### config.mk
export PLATFORM = sky130hd
export DESIGN_NAME = seg_xlate
export DESIGN_NICKNAME = d
export VERILOG_FILES = /design/src/rtl/seg_xlate_pkg.sv /design/src/rtl/seg_tbl_reg.sv /design/src/rtl/seg_sel_check.sv /design/src/rtl/seg_desc_base.sv /design/src/rtl/seg_xlate.sv
export SDC_FILE = /design/constraint.sdc
export NUM_CORES = 1
export LEC_CHECK = 0
export CELL_PAD_IN_SITES_DETAIL_PLACEMENT = 0
export CELL_PAD_IN_SITES_GLOBAL_PLACEMENT = 1
export CORE_UTILIZATION = 39
export DETAILED_ROUTE_END_ITERATION = 10
export PLACE_DENSITY = 0.87
export SLEW_MARGIN = 20
export SYNTH_ARGS = -nofsm -noshare
export SYNTH_HDL_FRONTEND = slang
export SYNTH_SLANG_ARGS = --single-unit
### constraint.sdc
create_clock -name clk -period 7.7 [get_ports clk]
set_input_delay 2.31 -clock clk [delete_from_list [all_inputs] [get_ports clk]]
set_output_delay 2.31 -clock clk [all_outputs]
set_load 0.05 [all_outputs]
### src/rtl/seg_xlate_pkg.sv
package seg_xlate_pkg;

    // Address and field widths shared by every module of the translator.
    localparam int LIN_W  = 32;                      // linear address / offset width
    localparam int SEL_W  = 16;                      // selector width
    localparam int RPL_W  = 2;                       // requested privilege field
    localparam int TI_W   = 1;                       // table-choice field
    localparam int ENT_SH = 3;                       // log2 of descriptor size in bytes
    localparam int DESC_W = 64;                      // descriptor width
    localparam int IDX_W  = SEL_W - RPL_W - TI_W;    // entry index width
    localparam int LIM_W  = IDX_W + ENT_SH;          // table length width

    // Descriptor base field placement.
    localparam int BLO_LSB = 16;
    localparam int BLO_W   = 24;
    localparam int BHI_LSB = 56;
    localparam int BHI_W   = LIN_W - BLO_W;

    typedef struct packed {
        logic [LIN_W-1:0] base;
        logic [LIM_W-1:0] limit;
    } tbl_reg_t;

    typedef struct packed {
        logic [IDX_W-1:0] idx;
        logic             loc;
        logic [RPL_W-1:0] rpl;
    } sel_fld_t;

    typedef enum logic [1:0] {
        ST_IDLE  = 2'd0,
        ST_ISSUE = 2'd1,
        ST_WAIT  = 2'd2,
        ST_RESP  = 2'd3
    } xl_st_e;

    typedef struct packed {
        xl_st_e           st;
        logic [LIN_W-1:0] addr;
        logic [LIN_W-1:0] off;
        logic [RPL_W-1:0] rpl;
        logic             flt;
        logic [LIN_W-1:0] lin;
    } xl_ctx_t;

endpackage

### src/rtl/seg_tbl_reg.sv
module seg_tbl_reg
    import seg_xlate_pkg::*;
#(
    parameter logic [LIN_W-1:0] RST_BASE  = '0,
    parameter logic [LIM_W-1:0] RST_LIMIT = '0
) (
    input  logic             clk,
    input  logic             rst_n,
    input  logic             ld,
    input  logic [LIN_W-1:0] ld_base,
    input  logic [LIM_W-1:0] ld_limit,
    output tbl_reg_t         tbl_q
);

    tbl_reg_t tbl_d;

    always_comb begin
        tbl_d = tbl_q;
        if (ld) begin
            tbl_d.base  = ld_base;
            tbl_d.limit = ld_limit;
        end
    end

    always_ff @(posedge clk) begin
        if (!rst_n) begin
            tbl_q.base  <= RST_BASE;
            tbl_q.limit <= RST_LIMIT;
        end else begin
            tbl_q <= tbl_d;
        end
    end

endmodule

### src/rtl/seg_sel_check.sv
module seg_sel_check
    import seg_xlate_pkg::*;
(
    input  logic [SEL_W-1:0] sel,
    input  tbl_reg_t         gtbl,
    input  tbl_reg_t         ltbl,
    output logic [RPL_W-1:0] rpl,
    output logic [LIN_W-1:0] fetch_addr,
    output logic             null_flt,
    output logic             lim_flt
);

    localparam int PAD_W = LIN_W - IDX_W - ENT_SH;

    sel_fld_t         fld;
    tbl_reg_t         tbl;
    logic [LIM_W:0]   last_byte;

    always_comb begin
        fld = sel_fld_t'(sel);
        tbl = fld.loc ? ltbl : gtbl;

        // Highest byte of the addressed entry, one bit wider to hold any carry.
        last_byte = {1'b0, fld.idx, {ENT_SH{1'b0}}}
                  + {{(LIM_W + 1 - ENT_SH){1'b0}}, {ENT_SH{1'b1}}};

        lim_flt    = last_byte > {1'b0, tbl.limit};
        null_flt   = !fld.loc && (fld.idx == '0);
        fetch_addr = tbl.base + {{PAD_W{1'b0}}, fld.idx, {ENT_SH{1'b0}}};
        rpl        = fld.rpl;
    end

endmodule

### src/rtl/seg_desc_base.sv
module seg_desc_base
    import seg_xlate_pkg::*;
(
    input  logic [DESC_W-1:0] desc,
    output logic [LIN_W-1:0]  base
);

    // Type, access and limit fields are not needed for the base.
    logic desc_unused;

    always_comb begin
        base = {desc[BHI_LSB +: BHI_W], desc[BLO_LSB +: BLO_W]};
        desc_unused = ^{desc[BHI_LSB-1:BLO_LSB+BLO_W], desc[BLO_LSB-1:0]};
    end

endmodule

### src/rtl/seg_xlate.sv
module seg_xlate
    import seg_xlate_pkg::*;
(
    input  logic              clk,
    input  logic              rst_n,
    input  logic              req_valid,
    output logic              req_ready,
    input  logic [SEL_W-1:0]  req_sel,
    input  logic [LIN_W-1:0]  req_off,
    input  logic              gtbl_ld,
    input  logic [LIN_W-1:0]  gtbl_base,
    input  logic [LIM_W-1:0]  gtbl_limit,
    input  logic              ltbl_ld,
    input  logic [LIN_W-1:0]  ltbl_base,
    input  logic [LIM_W-1:0]  ltbl_limit,
    output logic              mem_rd_en,
    output logic [LIN_W-1:0]  mem_addr,
    input  logic              mem_rd_valid,
    input  logic [DESC_W-1:0] mem_rd_data,
    output logic              rsp_valid,
    output logic [LIN_W-1:0]  rsp_lin,
    output logic              rsp_fault,
    output logic [RPL_W-1:0]  rsp_rpl
);

    localparam xl_ctx_t CTX_RST = '{
        st:   ST_IDLE,
        addr: '0,
        off:  '0,
        rpl:  '0,
        flt:  1'b0,
        lin:  '0
    };

    tbl_reg_t         gtbl_q;
    tbl_reg_t         ltbl_q;
    logic [RPL_W-1:0] sel_rpl;
    logic [LIN_W-1:0] sel_addr;
    logic             sel_null;
    logic             sel_lim;
    logic [LIN_W-1:0] desc_base;
    xl_ctx_t          ctx_d;
    xl_ctx_t          ctx_q;

    // Global table starts as a full-size table at address zero; local starts empty.
    seg_tbl_reg #(
        .RST_BASE  ('0),
        .RST_LIMIT ({LIM_W{1'b1}})
    ) u_gtbl (
        .clk      (clk),
        .rst_n    (rst_n),
        .ld       (gtbl_ld),
        .ld_base  (gtbl_base),
        .ld_limit (gtbl_limit),
        .tbl_q    (gtbl_q)
    );

    seg_tbl_reg #(
        .RST_BASE  ('0),
        .RST_LIMIT ('0)
    ) u_ltbl (
        .clk      (clk),
        .rst_n    (rst_n),
        .ld       (ltbl_ld),
        .ld_base  (ltbl_base),
        .ld_limit (ltbl_limit),
        .tbl_q    (ltbl_q)
    );

    seg_sel_check u_sel (
        .sel        (req_sel),
        .gtbl       (gtbl_q),
        .ltbl       (ltbl_q),
        .rpl        (sel_rpl),
        .fetch_addr (sel_addr),
        .null_flt   (sel_null),
        .lim_flt    (sel_lim)
    );

    seg_desc_base u_base (
        .desc (mem_rd_data),
        .base (desc_base)
    );

    always_comb begin
        ctx_d = ctx_q;
        unique case (ctx_q.st)
            ST_IDLE: begin
                if (req_valid) begin
                    ctx_d.off  = req_off;
                    ctx_d.rpl  = sel_rpl;
                    ctx_d.addr = sel_addr;
                    if (sel_null || sel_lim) begin
                        ctx_d.flt = 1'b1;
                        ctx_d.lin = '0;
                        ctx_d.st  = ST_RESP;
                    end else begin
                        ctx_d.flt = 1'b0;
                        ctx_d.st  = ST_ISSUE;
                    end
                end
            end
            ST_ISSUE: begin
                ctx_d.st = ST_WAIT;
            end
            ST_WAIT: begin
                if (mem_rd_valid) begin
                    ctx_d.lin = desc_base + ctx_q.off;
                    ctx_d.st  = ST_RESP;
                end
            end
            ST_RESP: begin
                ctx_d.st = ST_IDLE;
            end
            default: begin
                ctx_d.st = ST_IDLE;
            end
        endcase
    end

    always_ff @(posedge clk) begin
        if (!rst_n) begin
            ctx_q <= CTX_RST;
        end else begin
            ctx_q <= ctx_d;
        end
    end

    always_comb begin
        req_ready = (ctx_q.st == ST_IDLE);
        mem_rd_en = (ctx_q.st == ST_ISSUE);
        mem_addr  = ctx_q.addr;
        rsp_valid = (ctx_q.st == ST_RESP);
        rsp_lin   = ctx_q.lin;
        rsp_fault = ctx_q.flt;
        rsp_rpl   = ctx_q.rpl;
    end

endmodule

==> results of run 1 <==
[worst paths after layout]
| check | cells past startpoint | from | endpoint |
|---|---|---|---|
| worst max-delay path | 11 | req_sel[2] | mem_addr[30] |
| worst min-delay path | 2 | mem_addr[12] | mem_addr[12] |
| worst max register to register | 10 | u_gtbl.tbl_q[20] | mem_addr[30] |
| worst min register to register | 2 | mem_addr[12] | mem_addr[12] |
[kinds of logic after synthesis]
family / after synthesis / share of synthesized area
AOI/OAI and AO/OA: 229 / 0.135
xor gates and xnor gates: 39 / 0.0317
adders and majority gates: 63 / 0.0745
buffers and inverters: 147 / 0.0780
DFF: 197 / 0.366
muxes: 147 / 0.139
and+or+nand+nor: 418 / 0.176
[report_power, final]
group | total [mW] | switching (mW) | internal, mW | leakage, nW
clock network | 0.947 | 0.490 | 0.456 | 0.306
logic | 1.20 | 0.742 | 0.462 | 3.72
registers | 1.20 | 0.0641 | 1.13 | 1.62
[synth_stat cells (all sizes together), types with 5 or more instances]
cell / count / area (um2)
nor2: 122 / 460
a22o: 13 / 114
xnor2: 24 / 210
nor4: 9 / 68.8
o21bai: 7 / 52.6
nand2: 167 / 627
inv: 17 / 63.8
o21ai: 28 / 144
o211ai: 5 / 37.5
a21o: 13 / 97.6
or3: 7 / 43.8
xor2: 15 / 131
a31oi: 6 / 37.5
nand3: 40 / 200
o31ai: 7 / 57.6
clkbuf: 45 / 169
nor3: 17 / 96.4
dfxtp: 197 / 3940
a21oi: 104 / 532
buf: 85 / 608
nor2b: 7 / 43.8
ha: 61 / 763
nand2b: 7 / 43.8
o21a: 10 / 75.1
mux2i: 128 / 1280
nand3b: 6 / 45.0
nand4: 11 / 68.8
mux2: 19 / 214
a211oi: 9 / 67.6
[sequential cells by signal (all words and copies together), names as in the netlist]
signal / cells
ctx_q: 34
u_gtbl.tbl_q: 48
mem_addr: 32
u_ltbl.tbl_q: 48
rsp_rpl: 2
rsp_fault: 1
rsp_lin: 32
[cell type report]
class | count | area, um2 | area share
Sequential cell | 197 | 3940 | 0.289
Tap cell | 341 | 427 | 0.0313
Multi-Input combinational cell | 896 | 6000 | 0.440
Inverter | 17 | 66.3 | 0.00487
Timing Repair Buffer | 260 | 2560 | 0.188
Clock inverter | 15 | 204 | 0.0150
Clock buffer | 17 | 425 | 0.0312
[metal layers]
layer / track usage / wire length, um
met1: 0.268 / 13400
met2: 0.333 / 13200
met3: 0.0498 / 1770
met4: 0.0478 / 359
met5: 0 / 0
[worst min-delay path: stages, from the launching register on]
cell     delay [ns]
dfxtp_1        0.32
nand2_1        0.05
a21oi_1        0.05
[metrics by stage]
stage          power [mW]  std cells
2_1_floorplan        2.11       1240
3_3_place_gp         2.41       1711
3_5_place_dp         2.43       1711
4_1_cts              3.39       1743
5_1_grt              3.55       1743
6_report             3.35       1743
[cell usage in the layout (no fill, tap or decap), drive strengths merged, types with 4 or more instances in the layout]
master / netlist / final
clkdlybuf4s50: 0 / 248
dfxtp: 197 / 197
nand2: 167 / 167
mux2i: 128 / 128
nor2: 122 / 122
a21oi: 104 / 104
ha: 61 / 61
nand3: 40 / 40
o21ai: 28 / 28
inv: 17 / 28
xnor2: 24 / 24
mux2: 19 / 19
clkbuf: 45 / 17
nor3: 17 / 17
xor2: 15 / 15
a21o: 13 / 13
a22o: 13 / 13
buf: 85 / 12
nand4: 11 / 11
o21a: 10 / 10
a211oi: 9 / 9
nor4: 9 / 9
nand2b: 7 / 7
nor2b: 7 / 7
o21bai: 7 / 7
or3: 7 / 7
o31ai: 7 / 7
a31oi: 6 / 6
nand3b: 6 / 6
o211ai: 5 / 5
and3: 4 / 4
o311ai: 4 / 4
clkinv: 0 / 4
or2: 4 / 4
==> metrics.md, run 1 <==
| Metric | Value |
|---|---|
| Initial Util | 0.399 |
| Vias | 9032 |
| Cts hold-fix bufs | 0 |
| Clock Sinks | 197 |
| Die span in y | 168 um |
| WL final | ~29000 um |
| Postcts setup bufs | 0 |
| Critical-path top delay cell | a311oi_2 |
| Worst-path cell chain | buf_2 > mux2_2 > ha_1 > a21o_1 > a211oi_1 > o21a_1 > nor3_1 > a311oi_2 > nor3_1 > or3_1 > nand3_1 |
| Syn. warnings | 0 |
| Hpwl dp | 21200 um |
| Crit start category | input port |
| Critical path class | in2reg |
| Post-route cell area | 13600 um2 |
| Clk buf depth | 2 |
| Placed Area | ~13000 um2 |
| CP max stage delay | 0.81 ns |
| Yosys cell types | 70 |
| Vias in the first global route | just under 9000 |
| IO Pins | approximately 280 |
| Seq cells post-synth | 197 |
| Worst hold path type | reg2reg |
| Clock transition at path regs | 0.08 ns |
| Final nets | between 1500 and 2000 |
| Core area | 27000 um2 |
| Post-Syn Area | ~11000 um2 |
| Row cnt | 60 |
| First-pass GRT wire length | approximately 46000 um |
| Slew HR | 0.284 |
| RSZ-0062 raised after global routing | no |
| Hold WS | 0.451 ns |
| Final core occ | 0.504 |
| VDD IR-drop max | 0.154 mV |
| Worst-Skew Late Latency | 0.44 ns |
| Final period util | 0.738 |
| R2R Setup Slk | 4.39 ns |
| WL/cell | approximately 16 um |
| Syn nets | 1517 |
| Die area | 28300 um2 |
| Max Cap Violations | 0 |
| Fillers | 2557 |
| Post-Route Skew | 0.0192 ns |
| Gr ovfl total | 0 |
| Global Route Usage Sum | 0.204 |
| Critical path's top delay family | compound AO/OA/AOI/OAI gates |
| Critical Path AT | 6.06 ns |
| Final hold vios | 0 |
| Worst Path Buf+Inv | 1 |
| P_leak | 5.64 nW |
| DR pass1 iterations | 5 |
| Share of layout cells above drive strength 1 | 0.0606 |
| Die W | approximately 170 um |
| WP data required | around 8.1 ns |
| Syn Inst Count | around 1200 |
| Top_reg_cell synth | dfxtp_1 |
| Max Clk Rate | ~180 MHz |
| H-Tree Depth | 4 |
| Vias/cell | 5.18 |
| Gates resized, CTS repair | 0 |
| Worst-path fanout max | 30 |
| Most frequent CP cell | nor3_1 |
| Area Overhead vs Synth | 26.4% |
| Remaining DRCs | 0 |
| Outcome | finished clean |
| Pin count of the biggest net entering global routing | 99 |
| Dpl ws | 1.60 ns |
| Final setup viols | 0 |
| Detail Route Antenna Nets | 0 |
| Max Slew Vio Count | 0 |
| Root Driver | clkbuf_16 |
| Port Buf Inserts | 251 |
| Number of CTS-inserted buffers | 17 |
| EDFF count, synth | 0 |
| Crit path time final | 5.68 ns |
| Worst Setup End Kind | register |
| Post-route worst setup slack | between 2 and 2.5 ns |
| Avg Inst Size Synth | a little under 9 um2 |
| Ys async rst share | 0 |
| Least-Margin Pin Slew | approximately 1.0 ns |
| Initial antenna violation count | 0 |
| Final TNS setup | 0 ns |
| DR iter-0 viols | 396 |
| Post-synthesis sequential area ratio | 0.366 |
| # diodes | 0 |
| Routability cong. | 0.843 |
| Pwr per Cell Area | 246 nW/um2 |
| CTS tree | yes |
Power figures use the tool's default switching activity.
==> run 2: changes to the inputs <==
Settings changed: CORE_UTILIZATION 39 to 36, PLACE_DENSITY 0.87 to 0.81.
Clock period 7.7 ns to 5.25 ns, I/O delays scaled along.
==> metrics.md, run 2 (synthesis results as in run 1) <==
| Metric | Value |
|---|---|
| Final setup viols | 0 |
| Post-Route Skew | 0.0190 ns |
| WP data required | 5.62 ns |
| Crit path time final | 4.43 ns |
| Least-Margin Pin Slew | 1.08 ns |
| Max Slew Vio Count | 0 |
| P_leak | roughly 5.7 nW |
| Die area | between 30000 and 40000 um2 |
| Vias | 8999 |
| Fillers | approximately 2800 |
| Final nets | about 1700 |
| Final Non-Filler Cells | 1796 |
| Detail Route Antenna Nets | 0 |
| Cts hold-fix bufs | 0 |
| DR pass1 iterations | 5 |
| Final hold vios | 0 |
| Global Route Usage Sum | 0.191 |
| Initial antenna violation count | 1 |
| Clk buf depth | 2 |
| Row cnt | just over 60 |
| Area of the multi-input gates | ~6000 um2 |
| Placed Cells | 1764 |
| Final period util | 0.844 |
| Worst Setup End Kind | register |
| Hold WS | roughly 0.45 ns |
| Final TNS setup | 0 ns |
| DR iter-0 viols | 484 |
| Number of CTS-inserted buffers | 17 |
| CTS tree | yes |
| Crit. Startpoint | req_sel[2] |
| IO Pins | 284 |
| FF+latch area | 3940 um2 |
| Slew HR | 0.279 |
| WL/cell | 16.5 um |
| WL final | 29600 um |
| First-pass GRT wire length | about 47000 um |
| Outcome | finished clean |
| H-Tree Depth | 4 |
| Clock Sinks | 197 |
| Die W | 175 um |
| Clock transition at path regs | ~0.090 ns |
| Most frequent cells in the layout | clkdlybuf4s50_1 (248), dfxtp_1 (197), nand2_1 (166) |
| Worst-path fanout max | 29 |
| Max Cap Violations | 0 |
| Worst hold path type | reg2reg |
| Hpwl dp | between 20000 and 25000 um |
| Crit start category | input port |
| Commonest non-fill, non-tap cell in the layout | clkdlybuf4s50_1 |
| Pin count of the biggest net entering global routing | 74 |
| Share of layout cells above drive strength 1 | 0.0673 |
| Remaining DRCs | 0 |
| R2R Setup Slk | 2.12 ns |
| Top flop regs | u_gtbl.tbl_q: 48 flops, u_ltbl.tbl_q: 48 flops, ctx_q: 34 flops |
| Routability cong. | between 0.8 and 0.9 |
| Pwr per Cell Area | 361 nW/um2 |
| Core area | 29100 um2 |
| Initial Util | 0.371 |
| Reg-to-Reg Start | u_ltbl.tbl_q[20] |
| Vias in the first global route | about 8700 |
| Max Clk Rate | 226 MHz |
| Area Overhead vs Synth | 28.0% |
| Gr ovfl total | 0 |
| Critical hold path startpoint | rsp_lin[22] |
| Worst-Skew Late Latency | 0.44 ns |
| VDD IR-drop max | approximately 0.24 mV |
| Die span in y | 175 um |
| Critical Path AT | about 4.8 ns |
| Port Buf Inserts | ~250 |
| Postcts setup bufs | 0 |
| Vias/cell | ~5 |
| Root Driver | clkbuf_16 |
| RSZ-0062 raised after global routing | no |
| Gates resized, CTS repair | 0 |
| # diodes | 0 |
| Critical path class | in2reg |
-- run 2: changes by cell type in the layout (fill, tap and decap cells not counted), sizes merged --
cell    previous run  this run
clkinv             4         5
inv               28        27
buf               12        22
-- run 2: layer usage --
metal	up-vias	track usage	share of wire
met3	13	0.0409	0.061
met4	0	0.0344	0.0075
met2	233	0.311	0.45
met5	-	0	0
met1	4145	0.262	0.48
li1	4608	-	-
-- run 2: worst paths after layout --
check            endpoint  depth (start not counted)
max reg2reg  mem_addr[26]                         11
min           rsp_lin[22]                          2
max          mem_addr[17]                         10
min reg2reg   rsp_lin[22]                          2
-- run 2: worst max-delay path: stages --
cell	delay, ns
buf_2	0.31
buf_12	0.27
mux2_2	0.37
ha_1	0.33
a21oi_1	0.11
o21ai_0	0.39
nor4b_2	0.57
nor3_1	0.19
or4_1	0.50
a31oi_1	0.17
-- run 2: where the power goes --
group	leakage, nW	internal, mW	switching (mW)
combinational	3.78	0.693	1.11
clock	0.311	0.680	0.744
sequential	1.62	1.66	0.0934
-- run 2: metrics by stage --
step | utilization | setup WS (ns) | instance area [um2] | power [mW]
final | 0.474 | 0.818 | 13800 | 4.98
after global routing | 0.474 | 0.569 | 13800 | 5.25
after CTS | 0.474 | 0.790 | 13800 | 5.04
after detailed placement | 0.452 | 0.338 | 13200 | 3.60
after global placement | 0.452 | 0.371 | 13200 | 3.58
after floorplan | - | 0.193 | 10800 | 3.09
-- run 2: area by class of cell --
class,instances,area share
Multi-Input combinational cell,896,0.435
Clock buffer,17,0.0308
Clock inverter,15,0.0161
Inverter,17,0.00480
Tap cell,384,0.0348
Sequential cell,197,0.286
Timing Repair Buffer,270,0.193
